--- src/rtl/usart_rx_pkg.sv ---
package usart_rx_pkg;
  localparam int DATA_W   = 8;
  localparam int MAX_BITS = DATA_W + 1;
  localparam int TICKS    = 16;
  localparam int HALF     = TICKS / 2;
  localparam int CNT_W    = $clog2(TICKS);
  localparam int IDX_W    = $clog2(MAX_BITS + 1);

  typedef enum logic [1:0] {
    FMT_8 = 2'b00,
    FMT_7 = 2'b01,
    FMT_9 = 2'b10,
    FMT_X = 2'b11
  } fmt_e;

  typedef enum logic [2:0] {
    S_IDLE, S_START, S_DATA, S_PAR, S_STOP, S_BREAK
  } rx_state_e;

  function automatic logic [IDX_W-1:0] data_bits(input logic [1:0] f);
    case (f)
      FMT_7:   data_bits = IDX_W'(DATA_W - 1);
      FMT_9:   data_bits = IDX_W'(DATA_W + 1);
      default: data_bits = IDX_W'(DATA_W);
    endcase
  endfunction

  function automatic logic parity_used(input logic [1:0] f, input logic pen);
    parity_used = pen && (f != FMT_9);
  endfunction

  // shift register fills from the top: align by width
  function automatic logic [DATA_W-1:0] align_data(input logic [MAX_BITS-1:0] sh,
                                                   input logic [1:0] f);
    case (f)
      FMT_7:   align_data = {1'b0, sh[MAX_BITS-1:2]};
      FMT_9:   align_data = sh[DATA_W-1:0];
      default: align_data = sh[MAX_BITS-1:1];
    endcase
  endfunction

  function automatic logic expect_parity(input logic [DATA_W-1:0] d,
                                         input logic [1:0] sel);
    case (sel)
      2'b00:   expect_parity = ~(^d);
      2'b01:   expect_parity = ^d;
      2'b10:   expect_parity = 1'b1;
      default: expect_parity = 1'b0;
    endcase
  endfunction
endpackage

--- src/rtl/rx_front.sv ---
module rx_front #(
  parameter int SYNC_STAGES = 2
) (
  input  logic clk,
  input  logic rst_n,
  input  logic sync_mode,
  input  logic tick16,
  input  logic sclk,
  input  logic rxd,
  output logic line_s,
  output logic sample_tick
);
  localparam int MSB = SYNC_STAGES - 1;

  logic [MSB:0] rxd_sh;
  logic [MSB:0] sclk_sh;
  logic         sclk_d;
  logic         sclk_fall;

  generate
    if (SYNC_STAGES == 1) begin : g_one
      always_ff @(posedge clk or negedge rst_n) begin
        if (!rst_n) begin
          rxd_sh  <= '1;
          sclk_sh <= '1;
        end else begin
          rxd_sh  <= rxd;
          sclk_sh <= sclk;
        end
      end
    end else begin : g_many
      always_ff @(posedge clk or negedge rst_n) begin
        if (!rst_n) begin
          rxd_sh  <= '1;
          sclk_sh <= '1;
        end else begin
          rxd_sh  <= {rxd_sh[MSB-1:0], rxd};
          sclk_sh <= {sclk_sh[MSB-1:0], sclk};
        end
      end
    end
  endgenerate

  always_ff @(posedge clk or negedge rst_n) begin
    if (!rst_n) sclk_d <= 1'b1;
    else        sclk_d <= sclk_sh[MSB];
  end

  assign line_s      = rxd_sh[MSB];
  assign sclk_fall   = sclk_d & ~sclk_sh[MSB];
  assign sample_tick = sync_mode ? sclk_fall : tick16;
endmodule

--- src/rtl/rx_deframer.sv ---
module rx_deframer
  import usart_rx_pkg::*;
(
  input  logic              clk,
  input  logic              rst_n,
  input  logic              sync_mode,
  input  logic              sample_tick,
  input  logic              line_s,
  input  logic [1:0]        fmt,
  input  logic              par_en,
  input  logic [1:0]        par_sel,
  output logic              load_evt,
  output logic [DATA_W-1:0] load_data,
  output logic              load_bit9,
  output logic              load_perr,
  output logic              frame_err,
  output logic              mid_hit
);
  rx_state_e            state;
  logic [CNT_W-1:0]     tcnt;
  logic [IDX_W-1:0]     bidx;
  logic [MAX_BITS-1:0]  shreg;
  logic                 par_bit;
  logic [CNT_W-1:0]     target;
  logic                 last_data;

  assign target    = (state == S_START) ? CNT_W'(HALF - 1) : CNT_W'(TICKS - 1);
  assign mid_hit   = sample_tick && (sync_mode || tcnt == target);
  assign last_data = (bidx == data_bits(fmt) - IDX_W'(1));

  always_ff @(posedge clk or negedge rst_n) begin
    if (!rst_n) begin
      state     <= S_IDLE;
      tcnt      <= '0;
      bidx      <= '0;
      shreg     <= '0;
      par_bit   <= 1'b0;
      frame_err <= 1'b0;
    end else begin
      if (sample_tick) tcnt <= mid_hit ? '0 : tcnt + CNT_W'(1);
      case (state)
        S_IDLE: begin
          tcnt <= '0;
          if (sample_tick && !line_s) begin
            bidx  <= '0;
            state <= sync_mode ? S_DATA : S_START;
          end
        end
        S_START: if (mid_hit) begin
          bidx  <= '0;
          state <= line_s ? S_IDLE : S_DATA;
        end
        S_DATA: if (mid_hit) begin
          shreg <= {line_s, shreg[MAX_BITS-1:1]};
          bidx  <= bidx + IDX_W'(1);
          if (last_data) state <= parity_used(fmt, par_en) ? S_PAR : S_STOP;
        end
        S_PAR: if (mid_hit) begin
          par_bit <= line_s;
          state   <= S_STOP;
        end
        S_STOP: if (mid_hit) begin
          if (line_s) state <= S_IDLE;
          else begin
            state     <= S_BREAK;
            frame_err <= 1'b1;
          end
        end
        S_BREAK: if (line_s) begin
          frame_err <= 1'b0;
          state     <= S_IDLE;
        end
        default: state <= S_IDLE;
      endcase
    end
  end

  assign load_evt  = (state == S_STOP) && mid_hit;
  assign load_data = align_data(shreg, fmt);
  assign load_bit9 = (fmt == FMT_9) ? shreg[MAX_BITS-1] : 1'b0;
  assign load_perr = parity_used(fmt, par_en) &&
                     (par_bit != expect_parity(load_data, par_sel));
endmodule

--- src/rtl/rx_holding.sv ---
module rx_holding
  import usart_rx_pkg::*;
(
  input  logic              clk,
  input  logic              rst_n,
  input  logic              load_evt,
  input  logic [DATA_W-1:0] load_data,
  input  logic              load_bit9,
  input  logic              load_perr,
  input  logic              rd_strobe,
  output logic [DATA_W-1:0] rd_data,
  output logic              rx_bit9,
  output logic              rx_full,
  output logic              parity_err,
  output logic              overrun
);
  logic lost;
  assign lost = load_evt && rx_full && !rd_strobe;

  always_ff @(posedge clk or negedge rst_n) begin
    if (!rst_n) begin
      rd_data    <= '0;
      rx_bit9    <= 1'b0;
      rx_full    <= 1'b0;
      parity_err <= 1'b0;
      overrun    <= 1'b0;
    end else if (load_evt) begin
      rd_data    <= load_data;
      rx_bit9    <= load_bit9;
      rx_full    <= 1'b1;
      parity_err <= load_perr;
      overrun    <= lost | (overrun & ~rd_strobe);
    end else if (rd_strobe) begin
      rx_full    <= 1'b0;
      parity_err <= 1'b0;
      overrun    <= 1'b0;
    end
  end
endmodule

--- src/rtl/usart_rx_core.sv ---
module usart_rx_core
  import usart_rx_pkg::*;
#(
  parameter int SYNC_STAGES = 2
) (
  input  logic              clk,
  input  logic              rst_n,
  input  logic              sync_mode,
  input  logic              tick16,
  input  logic              sclk,
  input  logic              rxd,
  input  logic [1:0]        fmt,
  input  logic              par_en,
  input  logic [1:0]        par_sel,
  input  logic              rd_strobe,
  output logic [DATA_W-1:0] rd_data,
  output logic              rx_bit9,
  output logic              rx_full,
  output logic              parity_err,
  output logic              frame_err,
  output logic              overrun
);
  logic              line_s;
  logic              sample_tick;
  logic              load_evt;
  logic [DATA_W-1:0] load_data;
  logic              load_bit9;
  logic              load_perr;
  logic              mid_hit;

  rx_front #(.SYNC_STAGES(SYNC_STAGES)) u_front (
    .clk(clk), .rst_n(rst_n), .sync_mode(sync_mode), .tick16(tick16),
    .sclk(sclk), .rxd(rxd), .line_s(line_s), .sample_tick(sample_tick)
  );

  rx_deframer u_deframer (
    .clk(clk), .rst_n(rst_n), .sync_mode(sync_mode), .sample_tick(sample_tick),
    .line_s(line_s), .fmt(fmt), .par_en(par_en), .par_sel(par_sel),
    .load_evt(load_evt), .load_data(load_data), .load_bit9(load_bit9),
    .load_perr(load_perr), .frame_err(frame_err), .mid_hit(mid_hit)
  );

  rx_holding u_holding (
    .clk(clk), .rst_n(rst_n), .load_evt(load_evt), .load_data(load_data),
    .load_bit9(load_bit9), .load_perr(load_perr), .rd_strobe(rd_strobe),
    .rd_data(rd_data), .rx_bit9(rx_bit9), .rx_full(rx_full),
    .parity_err(parity_err), .overrun(overrun)
  );
endmodule

--- config.mk ---
export PLATFORM = sky130hd
export DESIGN_NAME = usart_rx_core
export DESIGN_NICKNAME = d
export VERILOG_FILES = /design/src/rtl/usart_rx_pkg.sv /design/src/rtl/rx_front.sv /design/src/rtl/rx_deframer.sv /design/src/rtl/rx_holding.sv /design/src/rtl/usart_rx_core.sv
export SDC_FILE = /design/constraint.sdc
export NUM_CORES = 1
export LEC_CHECK = 0
export BUFFER_PORTS_ARGS = -buffer_cell sky130_fd_sc_hd__buf_4
export CAP_MARGIN = 30
export CELL_PAD_IN_SITES_DETAIL_PLACEMENT = 1
export CELL_PAD_IN_SITES_GLOBAL_PLACEMENT = 2
export CORE_MARGIN = 2
export CORE_UTILIZATION = 37
export CTS_CLUSTER_DIAMETER = 30
export CTS_CLUSTER_SIZE = 10
export DETAILED_ROUTE_END_ITERATION = 8
export GPL_TIMING_DRIVEN = 0
export PLACE_DENSITY_LB_ADDON = 0.1
export SETUP_SLACK_MARGIN = 0.02
export SYNTH_ARGS = -nofsm -noshare
export SYNTH_HDL_FRONTEND = slang
export SYNTH_HIERARCHICAL = 1
export SYNTH_SLANG_ARGS = --single-unit
export TNS_END_PERCENT = 10
--- constraint.sdc ---
create_clock -name clk -period 2.55 [get_ports clk]
set_input_delay 0.3825 -clock clk [delete_from_list [all_inputs] [get_ports clk]]
set_output_delay 0.3825 -clock clk [all_outputs]
set_load 0.02 [all_outputs]
# == Yosys cells after proc, flatten, opt, wreduce, memory -nomap -nowiden ==
# Index checks and enable logic that the tools add are counted.
# totals
reg_bits,39
latchBits,0
ramBits,0
rom_bits,0
in_bits,12
out_inout_bits,13
wordCells,99
mem_count,0
# classes
add_sub_neg,3
n_mul,0
div_mod_pow,0
magnitude_cmp,0
eq_ne,21
shifts,0
n_mux,33
bitwise_logic,6
n_reduce_logical,22
# ops
cell,n
$mux 4,7
$mux 3,9
$pmux 3 s6,1
$pmux 8 s2,1
$ne 2x1->1 const B,6
$pmux 4 s3,1
$mux 1,9
$add 4x1->4 const B,2
$eq 4x4->1,2
$pmux 4 s2,1
$reduce_and 4->1,2
$reduce_xor 8->1,1
$logic_and 1x1->1,7
$reduce_and 7->1,1
$eq 3x2->1 const B,2
$eq 3x3->1 const B,2
$ne 2x2->1 const B,3
$reduce_bool 2->1,3
$eq 2x1->1 const B,2
$eq 2x2->1 const B,2
$mux 2,2
$reduce_and 2->1,2
$sub 4x1->4 const B,1
$eq 3x1->1 const B,1
other kinds (11),15

# == Depth between registers and ports, before layout ==
# Gate-level depths: netlist (run 1).
# depth
depth_word,10
mapped_depth,10
depth_no_buf,9

# == By module ==
# Netlist (run 1), hierarchy kept.
# modules_own_cells
module,n_inst,cells_per_inst,area_each_um2,seq_area_each_um2
rx_deframer,1,182,1654.1,550.5
rx_holding,1,28,446.7,300.3
rx_front,1,8,147.6,131.4

# == Worst setup path before layout (run 1) ==
# Ideal clock, no wire load.
# synth_path
kind,input port to flip-flop
start,input port fmt[0]
end,register u_holding.parity_err
setup_time_ns,0.121
arrival_ns,2.467
required_ns,2.429
path_slack_ns,-0.038
path_stages,10
n_path_buf,1
path_cell_list,inv_1 ha_1 buf_4 a221oi_1 a211oi_2 o211a_1 o211a_1 o311a_1 a21o_1 a22o_1
# synth_between
elab_chain_cells,8
word_cells_on_any_way,11
classes_between,eq/ne: 4; mux: 3; bitwise: 1; reduce/logical: 3
# synth_rtl
element,line,source
"start, declared",usart_rx_core.sv:12,"input logic [1:0] fmt,"
$eq 2x2->1 or $eq 2x1->1 (tied branches),usart_rx_pkg.sv:35,case (f)
$pmux 8 s2,usart_rx_pkg.sv:35,
$reduce_xor 8->1,"usart_rx_pkg.sv:45, usart_rx_pkg.sv:46",
$not 1->1,usart_rx_pkg.sv:45,2'b00: expect_parity = ~(^d);
$pmux 1 s3,usart_rx_pkg.sv:44,case (sel)
$ne 1x1->1,rx_deframer.sv:82,"(par_bit != expect_parity(load_data, par_sel));"
$logic_and 1x1->1 *,rx_deframer.sv:81,"assign load_perr = parity_used(fmt, par_en) &&"
named net load_perr,usart_rx_core.sv:28,logic load_perr;
$mux 1 *,rx_holding.sv:27,end else if (load_evt) begin
"end signal, assigned",rx_holding.sv:31,parity_err <= load_perr;
"end, declared",rx_holding.sv:14,"output logic parity_err,"
# The timed path passes the listed nets; every way through them passes the cells marked *.
# A chain may end at the register's enable or synchronous reset.

# == Worst setup path in the final report (run 1) ==
# Same ends and word-level chain as after synthesis.

==> impl_results.md, run 1 <==
* Combinational Power Share at 0.427
* DIE HEIGHT at 82.0 µm
* Synth Register Bits at 39
* Dpl hpwl at 3730 µm
* XOR/XNOR Fraction of Synth Area at 0.0156
* Sequential share of the synthesized area at 0.437
* First drt pass iteration count at 4
* Area share of the largest cell type after synthesis at 0.378
* Path type of the worst min-delay path: input pin to async pin
* Post-synthesis cell area at 2250 µm²
* Combinational family with the most area after synthesis: compound AO/OA/AOI/OAI gates
* CP Launch Type: input pin
* Layout Skew at 0.00747 ns
* Flop pwr share at 0.360
* Most frequent cells in the layout: dfrtp_1 (34), buf_4 (25), nor2_1 (15), inv_1 (12)
* Fmax achieved at 407 MHz
* Critical path class: input pin to flop
* Most common cell after layout, fill and taps aside: dfrtp_1
* Clock transition at the registers of the reported paths at 0.08 ns
* Routed Wire Length at 5170 µm
* Actual slew at the worst max-slew pin at 0.500 ns
* Internal power at 1.52 mW
* Min Tclk post-route at 2.46 ns
* Max Cap Violations at 0
* Vias post-DR at 1,748
* Root buf cell: clkbuf_8
* First-pass GRT wire length at 8850 µm
* Iter 0 DRT Violations at 39
* RSZ-0062 raised after global routing: true
* Starting Density at 0.382
* Cell row count at 28
* Net count reported at finish at 266
* Clock insertion delay at the later pin of the skew report at 0.30 ns
* Synth Area in Compound Gates at 0.216
* Warnings from Yosys at 6
* Routed Antenna Nets at 0
* Setup violations, final at 0
* Number of global-route vias before repair at 1,817
* Critical Path Fanout Max at 10
* # IOs at 25
* GP Congestion at 0.739
* Adder-Cell Fraction of Synth Area at 0.0278
* CP endpoint kind: flop
* Core Region at 5890 µm²
* Drt drc at 0
* Synth Flop Type: dfrtp_1
* Initial antenna violation count at 0
* Total GRT Usage at 0.173
* Ant diodes at 0
* Final Util at 0.455
* Clock power frac at 0.213
* Async SR Flop Fraction at 1.00
* Port bufs at 24
* Clock buffer count from CTS at 5
* Largest net degree at the start of global routing at 40
* Num Clock Sinks at 39
* CTS Buffer Depth at 2
* TritonCTS clock tree: built
* PwrDens at 926 nW/µm²
* Psw at 0.958 mW
* Status: finished clean
* Syn Area/Cell at 10.3 µm²
* Syn_nets at 235
* Switching share of power at 0.386
* Total negative slack at 0 ns
* H-tree depth at 2
* Top cells by area, synth: dfrtp_1 (38%), dfstp_2 (5.8%), mux2_2 (5.5%)
* Final Hold Viols at 0
* Slew margin rel. at 0.666
* Critical Path RT at 2.74 ns
* Final worst-path cycle share at 0.964
* EDFF count, synth at 0
* Post-Synthesis Cells at 218
* Largest area contributor in the netlist: dfrtp_1
* Gr ovfl total at 0
* Die ar. at 6720 µm²
* Simple-Gate Fraction of Synth Area at 0.153
* Die extent in x at 82.0 µm
* Crit path DAT at 2.64 ns
* Avg Vias per Cell at 5.38
* Post-synthesis mux area share at 0.0996
* Wire per inst at 15.9 µm
* Post-synth cell types at 56
* VDD IR max at 0.402 mV
* Slew Viols, Final at 0
* Syn-to-layout area delta at 19.2%
* Leak Pwr at 1.28 nW
* Share of cells above drive strength 1 at 0.288
* Post-CTS setup buffers at 0
==> logic make-up after synthesis <==
| kind of cell | count (synthesis) |
|---|---|
| compound gates | 64 |
| xor+xnor | 4 |
| fa+ha+maj | 5 |
| buf+inv | 24 |
| flops | 39 |
| mux | 20 |
| simple gates | 62 |
==> timing repair <==
item	CTS	global route
resized for setup	0	7
hold endpoints to repair	0	0
endpoints found under the setup margin	0	15
hold buffers	0	0
==> stage by stage <==
step	hold slack (ns)	instances	total power [mW]	worst slack (ns)	cell area (µm²)
floorplan	0.0869	218	1.64	0.0639	2270
global placement	0.346	317	1.96	-0.215	2550
detailed placement	0.348	317	1.96	-0.226	2550
CTS	0.0673	325	2.50	0.0290	2660
global route	0.0817	325	2.68	0.00263	2680
finish	0.0535	325	2.48	0.0913	2680
==> metal layers <==
layer,global-route usage,up-vias,share of wire
met5,0,-,0
met1,0.233,864,0.50
met2,0.281,12,0.48
met3,0.0352,4,0.021
met4,0.0533,0,0.0081
li1,-,868,-
==> path summary, 6_finish.rpt <==
kind / endpoint / startpoint / cells past startpoint / slack, ns
max: u_holding/parity_err / fmt[0] / 11 / 0.09
min: u_deframer/bidx[2] / rst_n / 1 / 0.05
max reg2reg: u_holding/parity_err / u_deframer/shreg[6] / 7 / 0.17
min reg2reg: u_front/sclk_sh[1] / u_front/sclk_sh[0] / 0 / 0.36
max in group asynchronous: u_front/rxd_sh[1] / rst_n / 1 / 2.13
min in group clk: u_front/sclk_sh[0] / sclk / 1 / 0.19
==> worst max-delay path, stage by stage <==
cell      delay [ns]
buf_4           0.11
inv_1           0.11
ha_4            0.24
buf_4           0.18
nand3b_1        0.21
a211o_1         0.35
o211a_1         0.16
o211a_1         0.22
o311a_1         0.28
a21o_1          0.16
a22o_1          0.22
==> area by class of cell <==
| type | instances | area [µm²] |
|---|---|---|
| sequential | 39 | 982 |
| multi-input combinational | 155 | 1190 |
| tap | 75 | 93.8 |
| inverter | 13 | 48.8 |
| timing repair buffer | 24 | 180 |
| clock buffer | 5 | 68.8 |
| clock inverter | 3 | 43.8 |
| fill | 691 | 3210 |
| buffer | 11 | 71.3 |
==> power groups by stage <==
| stage | registers (mW) | clock network (mW) | logic [mW] |
|---|---|---|---|
| final | 0.893 | 0.529 | 1.06 |
| after global routing | 0.918 | 0.571 | 1.19 |
| after CTS | 0.894 | 0.547 | 1.06 |
| after detailed placement | 0.906 | 0 | 1.05 |
| after global placement | 0.902 | 0 | 1.06 |
| after floorplan | 0.942 | 0 | 0.697 |
==> state kept, by name, indices dropped and copies added (netlist names) <==
register / cells
u_holding/rx_bit9: 1
u_deframer/bidx: 4
u_holding/rd_data: 8
u_front/sclk_d: 1
u_deframer/par_bit: 1
u_deframer/tcnt: 4
u_holding/overrun: 1
u_deframer/frame_err: 1
u_holding/parity_err: 1
u_front/rxd_sh: 2
u_holding/rx_full: 1
u_deframer/shreg: 9
u_front/sclk_sh: 2
u_deframer/state: 3
==> Yosys cell counts (all sizes together) (5+ instances only) <==
cell type	instances
nor3	5
a211oi	5
nand2	11
dfrtp	34
mux2	19
buf	6
nor2b	5
o21ai	12
a21oi	10
clkbuf	5
dfstp	5
inv	13
ha	5
nor2	15
No activity file was read; power rests on OpenSTA's default activity.
==> run 2: changes to the inputs <==
==> constraint.sdc (replaced) <==
create_clock -name clk -period 2.3 [get_ports clk]
set_input_delay 0.345 -clock clk [delete_from_list [all_inputs] [get_ports clk]]
set_output_delay 0.345 -clock clk [all_outputs]
set_load 0.02 [all_outputs]
==> impl_results.md, run 2 (synthesized netlist as in run 1, its figures left out) <==
* Core Region at 5890 µm²
* Initial antenna violation count at 0
* Switching share of power at 0.385
* PwrDens at 1020 nW/µm²
* VDD IR max at 0.502 mV
* Share of cells above drive strength 1 at 0.362
* Die extent in x at 82.0 µm
* Gr ovfl total at 0
* Ant diodes at 0
* Clock transition at the registers of the reported paths at 0.09 ns
* Syn-to-layout area delta at 28.7%
* DIE HEIGHT at 82.0 µm
* Final Hold Viols at 0
* Regs by FF count: u_deframer/shreg: 9 flops, u_holding/rd_data: 8 flops
* Vias post-DR at 1,815
* H-tree depth at 2
* CP Launch Type: flop
* Avg Vias per Cell at 5.34
* Net count reported at finish at 281
* Fmax achieved at 434 MHz
* Critical path class: flop to flop
* Routed Antenna Nets at 0
* RSZ-0062 raised after global routing: true
* Critical Path Fanout Max at 5
* Fin area at 2890 µm²
* Num Clock Sinks at 39
* Max Cap Violations at 0
* Top reg by flops: u_deframer/shreg
* Failing checks: setup timing
* Placed Instances at 317
* GP Congestion at 0.732
* Fin worst setup slack at -0.00491 ns
* Iter 0 DRT Violations at 62
* Most frequent cells in the layout: buf_4 (38), dfrtp_1 (33), nor2_1 (15), inv_1 (11)
* Number of global-route vias before repair at 1,810
* Min Tclk post-route at 2.30 ns
* Critical Path RT at 2.49 ns
* Post-route insts no fill at 340
* Total GRT Usage at 0.181
* Die ar. at 6720 µm²
* Starting Density at 0.382
* Crit path cell chain: a221o_1, a211o_1, a211o_1, o211a_1, o311a_1, a21o_1, a22o_1
* Layout Skew at 0.00739 ns
* Hold_buf cts at 0
* Actual slew at the worst max-slew pin at 0.517 ns
* Combinational Power Share at 0.461
* Drt drc at 0
* Wire per inst at 16.3 µm
* Slowest CP cell: dfrtp_2
* Routed Wire Length at 5550 µm
* Status: finished with violations
* Final worst-path cycle share at 1.00
* CTS Buffer Depth at 2
* Max reg flops at 9
* Placed instance area at 2550 µm²
* Cell row count at 28
* Dpl ws at -0.358 ns
* Flop pwr share at 0.340
* Crit path DAT at 2.49 ns
* Worst path max stage delay at 0.45 ns
* Root buf cell: clkbuf_8
* PnR Total Power at 2.95 mW
* Psw at 1.13 mW
* Dpl hpwl at 3700 µm
* Path type of the worst min-delay path: input pin to async pin
* Largest net degree at the start of global routing at 40
* Clock insertion delay at the later pin of the skew report at 0.30 ns
* Clock power frac at 0.200
* TritonCTS clock tree: built
* Most common cell after layout, fill and taps aside: buf_4
* First-pass GRT wire length at 9140 µm
* Leak Pwr at 1.38 nW
* Port bufs at 24
* Clock buffer count from CTS at 5
* Setup violations, final at 1
* Total negative slack at -0.00491 ns
* # IOs at 25
* First drt pass iteration count at 4
* Internal power at 1.81 mW
* Slew Viols, Final at 0
* CP most frequent cell: a211o_1
* Slew margin rel. at 0.654
* CP endpoint kind: flop
## run 2: worst max-delay path: cells and delay by family (launching register included)
kind            cells  cell delay [ns]
compound gates      7             1.74
flops               1             0.45
## run 2: power by group through the flow
stage | Clock (mW) | Sequential (mW) | Combinational [mW]
after floorplan | 0 | 1.04 | 0.775
after global placement | 0 | 1.00 | 1.18
after detailed placement | 0 | 1.00 | 1.17
after CTS | 0.609 | 0.990 | 1.25
after global routing | 0.638 | 1.03 | 1.51
final | 0.588 | 1.00 | 1.36
## run 2: layout make-up
type / instances / area (µm²)
multi-input combinational: 155 / 1250
fill: 677 / 2990
timing repair buffer: 39 / 309
sequential: 39 / 983
buffer: 11 / 96.3
clock buffer: 5 / 68.8
inverter: 13 / 51.3
tap: 75 / 93.8
clock inverter: 3 / 43.8
## run 2: final timing paths
path                                startpoint              endpoint  slack (ns)  cells past startpoint
hold / removal                           rst_n  u_deframer/frame_err        0.01                      1
hold reg to reg              u_front/rxd_sh[0]     u_front/rxd_sh[1]        0.36                      0
setup / recovery           u_deframer/shreg[6]  u_holding/parity_err      -0.005                      7
setup reg to reg           u_deframer/shreg[6]  u_holding/parity_err      -0.005                      7
min in group clk                          sclk    u_front/sclk_sh[0]        0.15                      1
max in group asynchronous                rst_n   u_deframer/shreg[6]        1.91                      1
## run 2: what timing repair did
action	4_1_cts	5_1_grt
pin swaps	8	7
resized for setup	11	21
endpoints found under the setup margin	16	20
buffers inserted	9	5
gates cloned	0	1
## run 2: through the flow
step,hold WS (ns),utilization
floorplan,0.0494,-
global placement,0.346,0.434
detailed placement,0.347,0.434
CTS,0.0256,0.474
global route,0.0367,0.492
finish,0.0131,0.492
## run 2: metal layers
metal  share of wire  GRT usage  wire length [µm]
met4           0.016     0.0650                89
met3           0.021     0.0385               117
met1            0.47      0.236              2630
met2            0.49      0.295              2710
met5               0          0                 0
